[config.mk]
export PLATFORM = sky130hd
export DESIGN_NAME = sdr_rdburst_susp
export DESIGN_NICKNAME = d
export VERILOG_FILES = /design/src/rtl/sdrs_pkg.sv /design/src/rtl/rdsq_fsm.sv /design/src/rtl/rdsq_colgen.sv /design/src/rtl/rdsq_guard.sv /design/src/rtl/rdsq_refwatch.sv /design/src/rtl/sdr_rdburst_susp.sv
export SDC_FILE = /design/constraint.sdc
export NUM_CORES = 1
export LEC_CHECK = 0
export ABC_AREA = 1
export ABC_CLOCK_PERIOD_IN_PS = 1600
export BUFFER_PORTS_ARGS = -buffer_cell sky130_fd_sc_hd__buf_2
export CAP_MARGIN = 20
export CORE_UTILIZATION = 35
export CTS_BUF_LIST = sky130_fd_sc_hd__clkbuf_4
export DETAILED_ROUTE_END_ITERATION = 6
export GPL_ROUTABILITY_DRIVEN = 0
export HOLD_SLACK_MARGIN = 0.03
export MAX_ROUTING_LAYER = met4
export PLACE_DENSITY = 0.51
export SETUP_SLACK_MARGIN = 0.15
export SKIP_LAST_GASP = 1
export SLEW_MARGIN = 15
export SYNTH_ARGS = -nofsm -noshare
export SYNTH_HDL_FRONTEND = slang
export SYNTH_SLANG_ARGS = --single-unit
[constraint.sdc]
create_clock -name clk -period 1.6 [get_ports clk]
set_input_delay 0.08 -clock clk [delete_from_list [all_inputs] [get_ports clk]]
set_output_delay 0.08 -clock clk [all_outputs]
set_load 0.05 [all_outputs]
[src/rtl/sdrs_pkg.sv]
package sdrs_pkg;

    typedef enum logic [1:0] {
        ST_IDLE,
        ST_LAT,
        ST_BURST,
        ST_SUSP
    } rdsq_state_e;

    // latency select: 0 -> 2 clocks, 1 -> 3 clocks
    function automatic logic [1:0] cas_cycles(input logic sel);
        return sel ? 2'd3 : 2'd2;
    endfunction

endpackage

[src/rtl/rdsq_fsm.sv]
module rdsq_fsm
    import sdrs_pkg::*;
#(
    parameter int BURST_LEN = 4,
    localparam int IDX_W = $clog2(BURST_LEN)
) (
    input  logic             clk,
    input  logic             rst_n,
    input  logic             cke,
    input  logic             start,
    input  logic             cas_sel,
    output logic [IDX_W-1:0] idx,
    output logic             in_idle,
    output logic             in_burst,
    output logic             in_susp,
    output logic             susp_exit
);

    localparam logic [IDX_W-1:0] IDX_LAST = IDX_W'(BURST_LEN - 1);

    rdsq_state_e      state_q, state_d, ret_q, ret_d, adv_state;
    logic [1:0]       lat_q, lat_d, adv_lat;
    logic [IDX_W-1:0] idx_q, idx_d, adv_idx;

    // what one working edge would do
    always_comb begin
        adv_state = state_q;
        adv_lat   = lat_q;
        adv_idx   = idx_q;
        unique case (state_q)
            ST_IDLE: begin
                if (start) begin
                    adv_state = ST_LAT;
                    adv_lat   = cas_cycles(cas_sel) - 2'd1;
                    adv_idx   = '0;
                end
            end
            ST_LAT: begin
                if (lat_q == 2'd1) begin
                    adv_state = ST_BURST;
                    adv_idx   = '0;
                end else begin
                    adv_lat = lat_q - 2'd1;
                end
            end
            ST_BURST: begin
                if (idx_q == IDX_LAST) adv_state = ST_IDLE;
                else                   adv_idx   = idx_q + IDX_W'(1);
            end
            ST_SUSP: begin
                adv_state = ST_SUSP;
            end
        endcase
    end

    // suspend entry / exit wrapped around the working step
    always_comb begin
        state_d = adv_state;
        ret_d   = ret_q;
        lat_d   = adv_lat;
        idx_d   = adv_idx;
        if (state_q == ST_SUSP) begin
            state_d = cke ? ret_q : ST_SUSP;
            lat_d   = lat_q;
            idx_d   = idx_q;
        end else if (!cke && adv_state != ST_IDLE) begin
            state_d = ST_SUSP;
            ret_d   = adv_state;
        end
    end

    always_ff @(posedge clk or negedge rst_n) begin
        if (!rst_n) begin
            state_q <= ST_IDLE;
            ret_q   <= ST_IDLE;
            lat_q   <= '0;
            idx_q   <= '0;
        end else begin
            state_q <= state_d;
            ret_q   <= ret_d;
            lat_q   <= lat_d;
            idx_q   <= idx_d;
        end
    end

    always_comb begin
        idx       = idx_q;
        in_idle   = (state_q == ST_IDLE);
        in_burst  = (state_q == ST_BURST);
        in_susp   = (state_q == ST_SUSP);
        susp_exit = (state_q == ST_SUSP) && cke;
    end

endmodule

[src/rtl/rdsq_colgen.sv]
module rdsq_colgen #(
    parameter int COL_W = 8,
    parameter int BURST_LEN = 4,
    localparam int IDX_W = $clog2(BURST_LEN)
) (
    input  logic             clk,
    input  logic             rst_n,
    input  logic             start,
    input  logic [COL_W-1:0] col,
    input  logic [IDX_W-1:0] idx,
    output logic [COL_W-1:0] word_col
);

    logic [COL_W-1:0] base_q;

    always_ff @(posedge clk or negedge rst_n) begin
        if (!rst_n)     base_q <= '0;
        else if (start) base_q <= col;
    end

    generate
        if (COL_W > IDX_W) begin : g_upper
            always_comb word_col = {base_q[COL_W-1:IDX_W], base_q[IDX_W-1:0] + idx};
        end else begin : g_flat
            always_comb word_col = base_q + idx;
        end
    endgenerate

endmodule

[src/rtl/rdsq_guard.sv]
module rdsq_guard #(
    parameter int T_CKA = 2,
    localparam int REC_W = $clog2(T_CKA + 2)
) (
    input  logic clk,
    input  logic rst_n,
    input  logic cke,
    input  logic in_idle,
    input  logic susp_exit,
    input  logic cmd_rd,
    output logic ready,
    output logic start
);

    logic             cke_q;
    logic [REC_W-1:0] rec_q;

    always_ff @(posedge clk or negedge rst_n) begin
        if (!rst_n) begin
            cke_q <= 1'b1;
            rec_q <= '0;
        end else begin
            cke_q <= cke;
            if (susp_exit)         rec_q <= REC_W'(T_CKA);
            else if (rec_q != '0)  rec_q <= rec_q - REC_W'(1);
        end
    end

    always_comb begin
        ready = in_idle && cke_q && (rec_q == '0);
        start = ready && cmd_rd;
    end

endmodule

[src/rtl/rdsq_refwatch.sv]
module rdsq_refwatch #(
    parameter int SUSP_LIMIT = 16,
    localparam int CNT_W = $clog2(SUSP_LIMIT + 1)
) (
    input  logic clk,
    input  logic rst_n,
    input  logic in_susp,
    output logic warn
);

    localparam logic [CNT_W-1:0] LIM = CNT_W'(SUSP_LIMIT);

    logic [CNT_W-1:0] cnt_q;

    always_ff @(posedge clk or negedge rst_n) begin
        if (!rst_n)            cnt_q <= '0;
        else if (!in_susp)     cnt_q <= '0;
        else if (cnt_q != LIM) cnt_q <= cnt_q + CNT_W'(1);
    end

    always_comb warn = in_susp && (cnt_q == LIM);

endmodule

[src/rtl/sdr_rdburst_susp.sv]
module sdr_rdburst_susp #(
    parameter int COL_W = 8,
    parameter int BURST_LEN = 4,
    parameter int T_CKA = 2,
    parameter int SUSP_LIMIT = 16,
    localparam int IDX_W = $clog2(BURST_LEN)
) (
    input  logic             clk,
    input  logic             rst_n,
    input  logic             cke,
    input  logic             cmd_rd,
    input  logic             cas_sel,
    input  logic [COL_W-1:0] col,
    output logic             cmd_ready,
    output logic             word_valid,
    output logic [IDX_W-1:0] word_idx,
    output logic [COL_W-1:0] word_col,
    output logic             suspended,
    output logic             refresh_warn
);

    logic start, in_idle, in_burst, in_susp, susp_exit;

    rdsq_guard #(.T_CKA(T_CKA)) u_guard (
        .clk(clk), .rst_n(rst_n), .cke(cke), .in_idle(in_idle),
        .susp_exit(susp_exit), .cmd_rd(cmd_rd), .ready(cmd_ready), .start(start)
    );

    rdsq_fsm #(.BURST_LEN(BURST_LEN)) u_fsm (
        .clk(clk), .rst_n(rst_n), .cke(cke), .start(start), .cas_sel(cas_sel),
        .idx(word_idx), .in_idle(in_idle), .in_burst(in_burst),
        .in_susp(in_susp), .susp_exit(susp_exit)
    );

    rdsq_colgen #(.COL_W(COL_W), .BURST_LEN(BURST_LEN)) u_colgen (
        .clk(clk), .rst_n(rst_n), .start(start), .col(col),
        .idx(word_idx), .word_col(word_col)
    );

    rdsq_refwatch #(.SUSP_LIMIT(SUSP_LIMIT)) u_refwatch (
        .clk(clk), .rst_n(rst_n), .in_susp(in_susp), .warn(refresh_warn)
    );

    always_comb begin
        word_valid = in_burst;
        suspended  = in_susp;
    end

endmodule

Yosys cells after proc, flatten, opt, wreduce, memory -nomap -nowiden
Index checks and enable logic that the tools add are counted.
- bits of input ports: 13
- register bits: 24
- output and inout port bits: 14
- muxes and demuxes: 19
- reductions and logical operators: 17
- bitwise operators: 1
- eq/ne operators: 12
- $add $sub $neg: 6
- operators by type and width (kind ; count):
    2-bit two-way mux ; 13
    5-bit two-way mux ; 2
    2-bit inequality test (second input constant) ; 4
    2-bit one-hot mux with 4 select lines ; 1
    2-bit nonzero test ; 4
    2-bit equality test (second input constant) ; 3
    1-bit logical AND ; 6
    2-bit one-hot mux with 3 select lines ; 1
    2-bit by 1-bit subtractor with 2-bit output (second input constant) ; 3
    5-bit by 1-bit adder with 5-bit output (second input constant) ; 1
    5-bit equality test (second input constant) ; 1
    5-bit inequality test (second input constant) ; 1
    5-bit AND reduction ; 1
    2-bit by 1-bit equality test with 1-bit output (second input constant) ; 2
    2-bit zero test ; 2
    2-bit one-hot mux with 2 select lines ; 1
    4-bit AND reduction ; 1
    3-bit nonzero test ; 1
    2-bit by 1-bit adder with 2-bit output (second input constant) ; 1
    2-bit adder ; 1
    2-bit by 1-bit inequality test with 1-bit output (second input constant) ; 1
    2-bit AND reduction ; 1
    1-bit zero test ; 1
    1-bit two-way mux ; 1
    1-bit NOT ; 1

Logic depth before layout (Yosys ltp)
- depth after elaboration: 10
- gate-level depth with buffers: 9
- depth with buffers taken out: 9

Modules after synthesis
From an unflattened synthesis, not the netlist that was laid out.
- cell total of the unflattened synthesis: 173
- area, all modules: 1356.3 µm²
- modules (own cells, without submodules) (module ; sequential area each (µm²) ; area an instance (µm²) ; times used ; cells an instance):
    rdsq_fsm ; 200.2 ; 496.7 ; 1 ; 65
    rdsq_colgen ; 200.2 ; 400.4 ; 1 ; 48
    rdsq_refwatch ; 125.1 ; 309.0 ; 1 ; 41
    rdsq_guard ; 76.3 ; 150.1 ; 1 ; 19

Worst setup path before layout
OpenSTA, ideal clock, no wires.
- path kind: reg2out
- start point: reg u_fsm.idx_q[0] (netlist: u_fsm.idx[0])
- end point: out word_col[1]
- path slack: -0.200 ns
- required time: 1.520 ns
- buffers on the path: 0
- stages on the path, launching flop included: 3
- data arrival time: 1.720 ns
- cell sequence: dfrtp_1 -> ha_1 -> xnor2_1
- longest elaborated chain between the ends: 1
- RTL lines (item ; line ; text):
    start, declared ; rdsq_fsm.sv:23 ; logic [IDX_W-1:0] idx_q, idx_d, adv_idx;
    start signal, assigned ; rdsq_fsm.sv:82 ; idx_q <= idx_d;
    2-bit adder ; rdsq_colgen.sv:23 ; always_comb word_col = {base_q[COL_W-1:IDX_W], base_q[IDX_W-1:0] + idx};
    end, declared ; sdr_rdburst_susp.sv:17 ; output logic [COL_W-1:0] word_col,
No other way between the ends.

Worst setup path in the final report
- start point: reg u_fsm.state_q[0]
- end point: out cmd_ready
- longest elaborated chain between the ends: 3
- RTL lines (item ; line ; text):
    start, declared ; rdsq_fsm.sv:21 ; rdsq_state_e state_q, state_d, ret_q, ret_d, adv_state;
    start signal, assigned ; rdsq_fsm.sv:79 ; state_q <= state_d;
    2-bit zero test ; rdsq_fsm.sv:88 ; in_idle = (state_q == ST_IDLE);
    1-bit logical AND (2 in a row) ; rdsq_guard.sv:30 ; ready = in_idle && cke_q && (rec_q == '0);
    end, declared ; sdr_rdburst_susp.sv:14 ; output logic cmd_ready,
No other way between the ends.

==> flow_metrics.env <==
export IMPL_htreeDepth=1
export IMPL_grt_pass1_vias=1031
export IMPL_synthTopCellsByArea="dfrtp_1 (44%), nand2_1 (10%), inv_1 (6.0%)"
export IMPL_slew_violations=0
export IMPL_die_w_um=63.1
export IMPL_final_hold_viol_count=0
export IMPL_nets=210
export IMPL_cts_tree="built"
export IMPL_area_growth_pct=34.0
export IMPL_synth_cell_area_mm2=0.00131
export IMPL_ys_ff_latch=24
export IMPL_yosysWarnings=0
export IMPL_io_pin_count=27
export IMPL_synth_common_cells="nand2_1 (35), dfrtp_1 (23), inv_1 (21)"
export IMPL_port_buffers=26
export IMPL_synth_top_area_share_pct=44.1
export IMPL_dr_first_iter_drc_count=24
export IMPL_nFillCells=326
export IMPL_fp_dieArea_mm2=0.00398
export IMPL_worst_endpoint_required_ns=1.52
export IMPL_grt_first_pass_wirelength_um=4360
export IMPL_synth_fp_nets=168
export IMPL_tightest_slew_ns=0.540
export IMPL_clock_sinks=24
export IMPL_die_h_um=63.1
export IMPL_wl_per_cell_um=10.4
export IMPL_wl_um=2450
export IMPL_rsz0062_at_grt="yes"
export IMPL_synth_edf_count=0
export IMPL_finalPower_mw=3.41
export IMPL_clkTransAtPathRegs_ns=0.13
export IMPL_clkLatencyLatePin_ns=0.31
export IMPL_critPathKind="register to output pin"
export IMPL_yosysUniqueCellTypes=24
export IMPL_power_density_mw_per_mm2=1950
export IMPL_drive_above_1_share_pct=37.4
export IMPL_antenna_cells=0
export IMPL_cts_buffer_depth=2
export IMPL_period_needed_ns=1.41
export IMPL_drv_cap=0
export IMPL_ant_nets=0
export IMPL_routed_via_count=1043
export IMPL_yosysMostFrequentCell="nand2_1"
export IMPL_fin_crit_sh_pct=88.2
export IMPL_start_util_pct=37.9
export IMPL_overflow=0
export IMPL_skew_ns=0.00777
export IMPL_syn_inst=149
export IMPL_fmax_mhz=708
export IMPL_synth_flop_cell="dfrtp_1"
export IMPL_hp_class="input pin to register"
export IMPL_critPathMaxFanout=7
export IMPL_status="complete, no violations"
export IMPL_relSlewSlack_pct=64.0
export IMPL_drc=0
export IMPL_leakage_nw=0.885
export IMPL_firstDrtPassIters=4
export IMPL_post_synth_cell_area_avg_um2=8.76
export IMPL_seq_area_frac_synth_pct=46.1
export IMPL_setup_violations=0
export IMPL_fin_util_pct=50.8
export IMPL_core_mm2=0.00344
export IMPL_startpoint_type="register"
export IMPL_end_kind="output pin"
export IMPL_grt_usage_pct=14.1
export IMPL_ctsRootBufferMaster="clkbuf_4"
export IMPL_tns_ns=0
export IMPL_grt_max_degree=25
export IMPL_hpwlAfterDp_um=1730
export IMPL_ir_drop_mv=1.04
export IMPL_numCtsBuffers=3
export IMPL_vias_per_cell=4.42
export IMPL_antenna_found_initial=0
export IMPL_synthArstFlopShare_pct=100
export IMPL_rows=21
export IMPL_synth_area_leader_cell="dfrtp_1"
export IMPL_worstPathArrival_ns=1.33
-- power breakdown --
part | switching, mW | total, mW | internal, mW
clock | 0.175 | 0.266 | 0.0910
combinational | 1.32 | 2.05 | 0.728
sequential | 0.233 | 1.10 | 0.865
total | 1.73 | 3.41 | 1.68
-- sequential cells by signal, summed over array words and instances (netlist names) --
| name | cells |
|---|---|
| u_refwatch.cnt_q | 5 |
| u_fsm.idx | 2 |
| u_fsm.ret_q | 2 |
| u_guard.cke_q | 1 |
| u_colgen.base_q | 8 |
| u_fsm.lat_q | 2 |
| u_fsm.state_q | 2 |
| u_guard.rec_q | 2 |
-- area by class of cell --
cell class / count / area, µm² / share of cell area (%)
inverter: 23 / 86.3 / 4.94
sequential: 24 / 607 / 34.7
timing repair buffer: 45 / 329 / 18.8
clock buffer: 3 / 22.5 / 1.29
tap: 46 / 57.6 / 3.29
clock inverter: 1 / 3.75 / 0.215
multi-input combinational: 94 / 643 / 36.8
-- worst paths after layout --
path                       depth (start not counted)  slack [ns]                to        startpoint
setup / recovery                                   3        0.19         cmd_ready  u_fsm.state_q[0]
hold / removal                                     4        0.05    u_fsm.lat_q[0]           cas_sel
setup reg to reg                                   7        0.28    u_fsm.ret_q[0]      u_fsm.idx[0]
hold reg to reg                                    2        0.48    u_fsm.ret_q[0]    u_fsm.ret_q[0]
max in group asynchronous                          2        0.94  u_fsm.state_q[1]             rst_n
min in group asynchronous                          2        0.27    u_fsm.lat_q[0]             rst_n
-- routing by layer --
layer  global-route usage (%)  wire, µm  vias up
met5                        -         0        -
met1                     17.7      1190      477
met3                     2.36        91        2
met2                     22.2      1130       21
li1                         -         -      543
met4                     6.10        29        0
-- worst max-delay path: stages (launching register included) --
cell and delay [ns]:
dfrtp_2 0.51, buf_4 0.16, nor3_2 0.17, buf_6 0.18
-- kinds of logic (layout without fill, tap and decap cells) --
group	count (synthesis)	after routing	synth area share, %
compound gates	16	16	7.00
xor+xnor	5	5	3.36
fa+ha+maj	6	6	5.75
simple gates	67	67	26.6
flops	24	24	46.1
buf+inv	31	72	11.2
-- per-stage QoR --
stage               setup slack (ns)  hold slack (ns)  std cells  instance area, µm²
floorplan                      0.185           -0.216        149                1320
global placement               0.257            0.104        215                1470
detailed placement             0.195            0.103        215                1470
CTS                            0.126           0.0380        232                1660
global route                  0.0983           0.0468        236                1750
finish                         0.188           0.0490        236                1750
-- what timing repair did --
item	4_1_cts	5_1_grt
hold endpoints to repair	32	0
pin swaps	3	3
gates resized for setup	17	11
setup buffers	3	4
endpoints found under the setup margin	5	8
hold buffers	10	0
-- layout by cell type, fill, tap and decap left out, drive strengths merged --
master / count
clkinv: 1
xnor2: 3
nor3: 2
nand3: 10
dfstp: 1
nand2: 40
xor2: 2
o21a: 2
inv: 23
o21ai: 12
buf: 34
dlygate4sd3: 10
or2: 1
clkbuf: 4
a21oi: 1
nand4: 2
o211ai: 1
dfrtp: 23
ha: 6
nor2: 12
No activity file was read; power rests on OpenSTA's default activity.
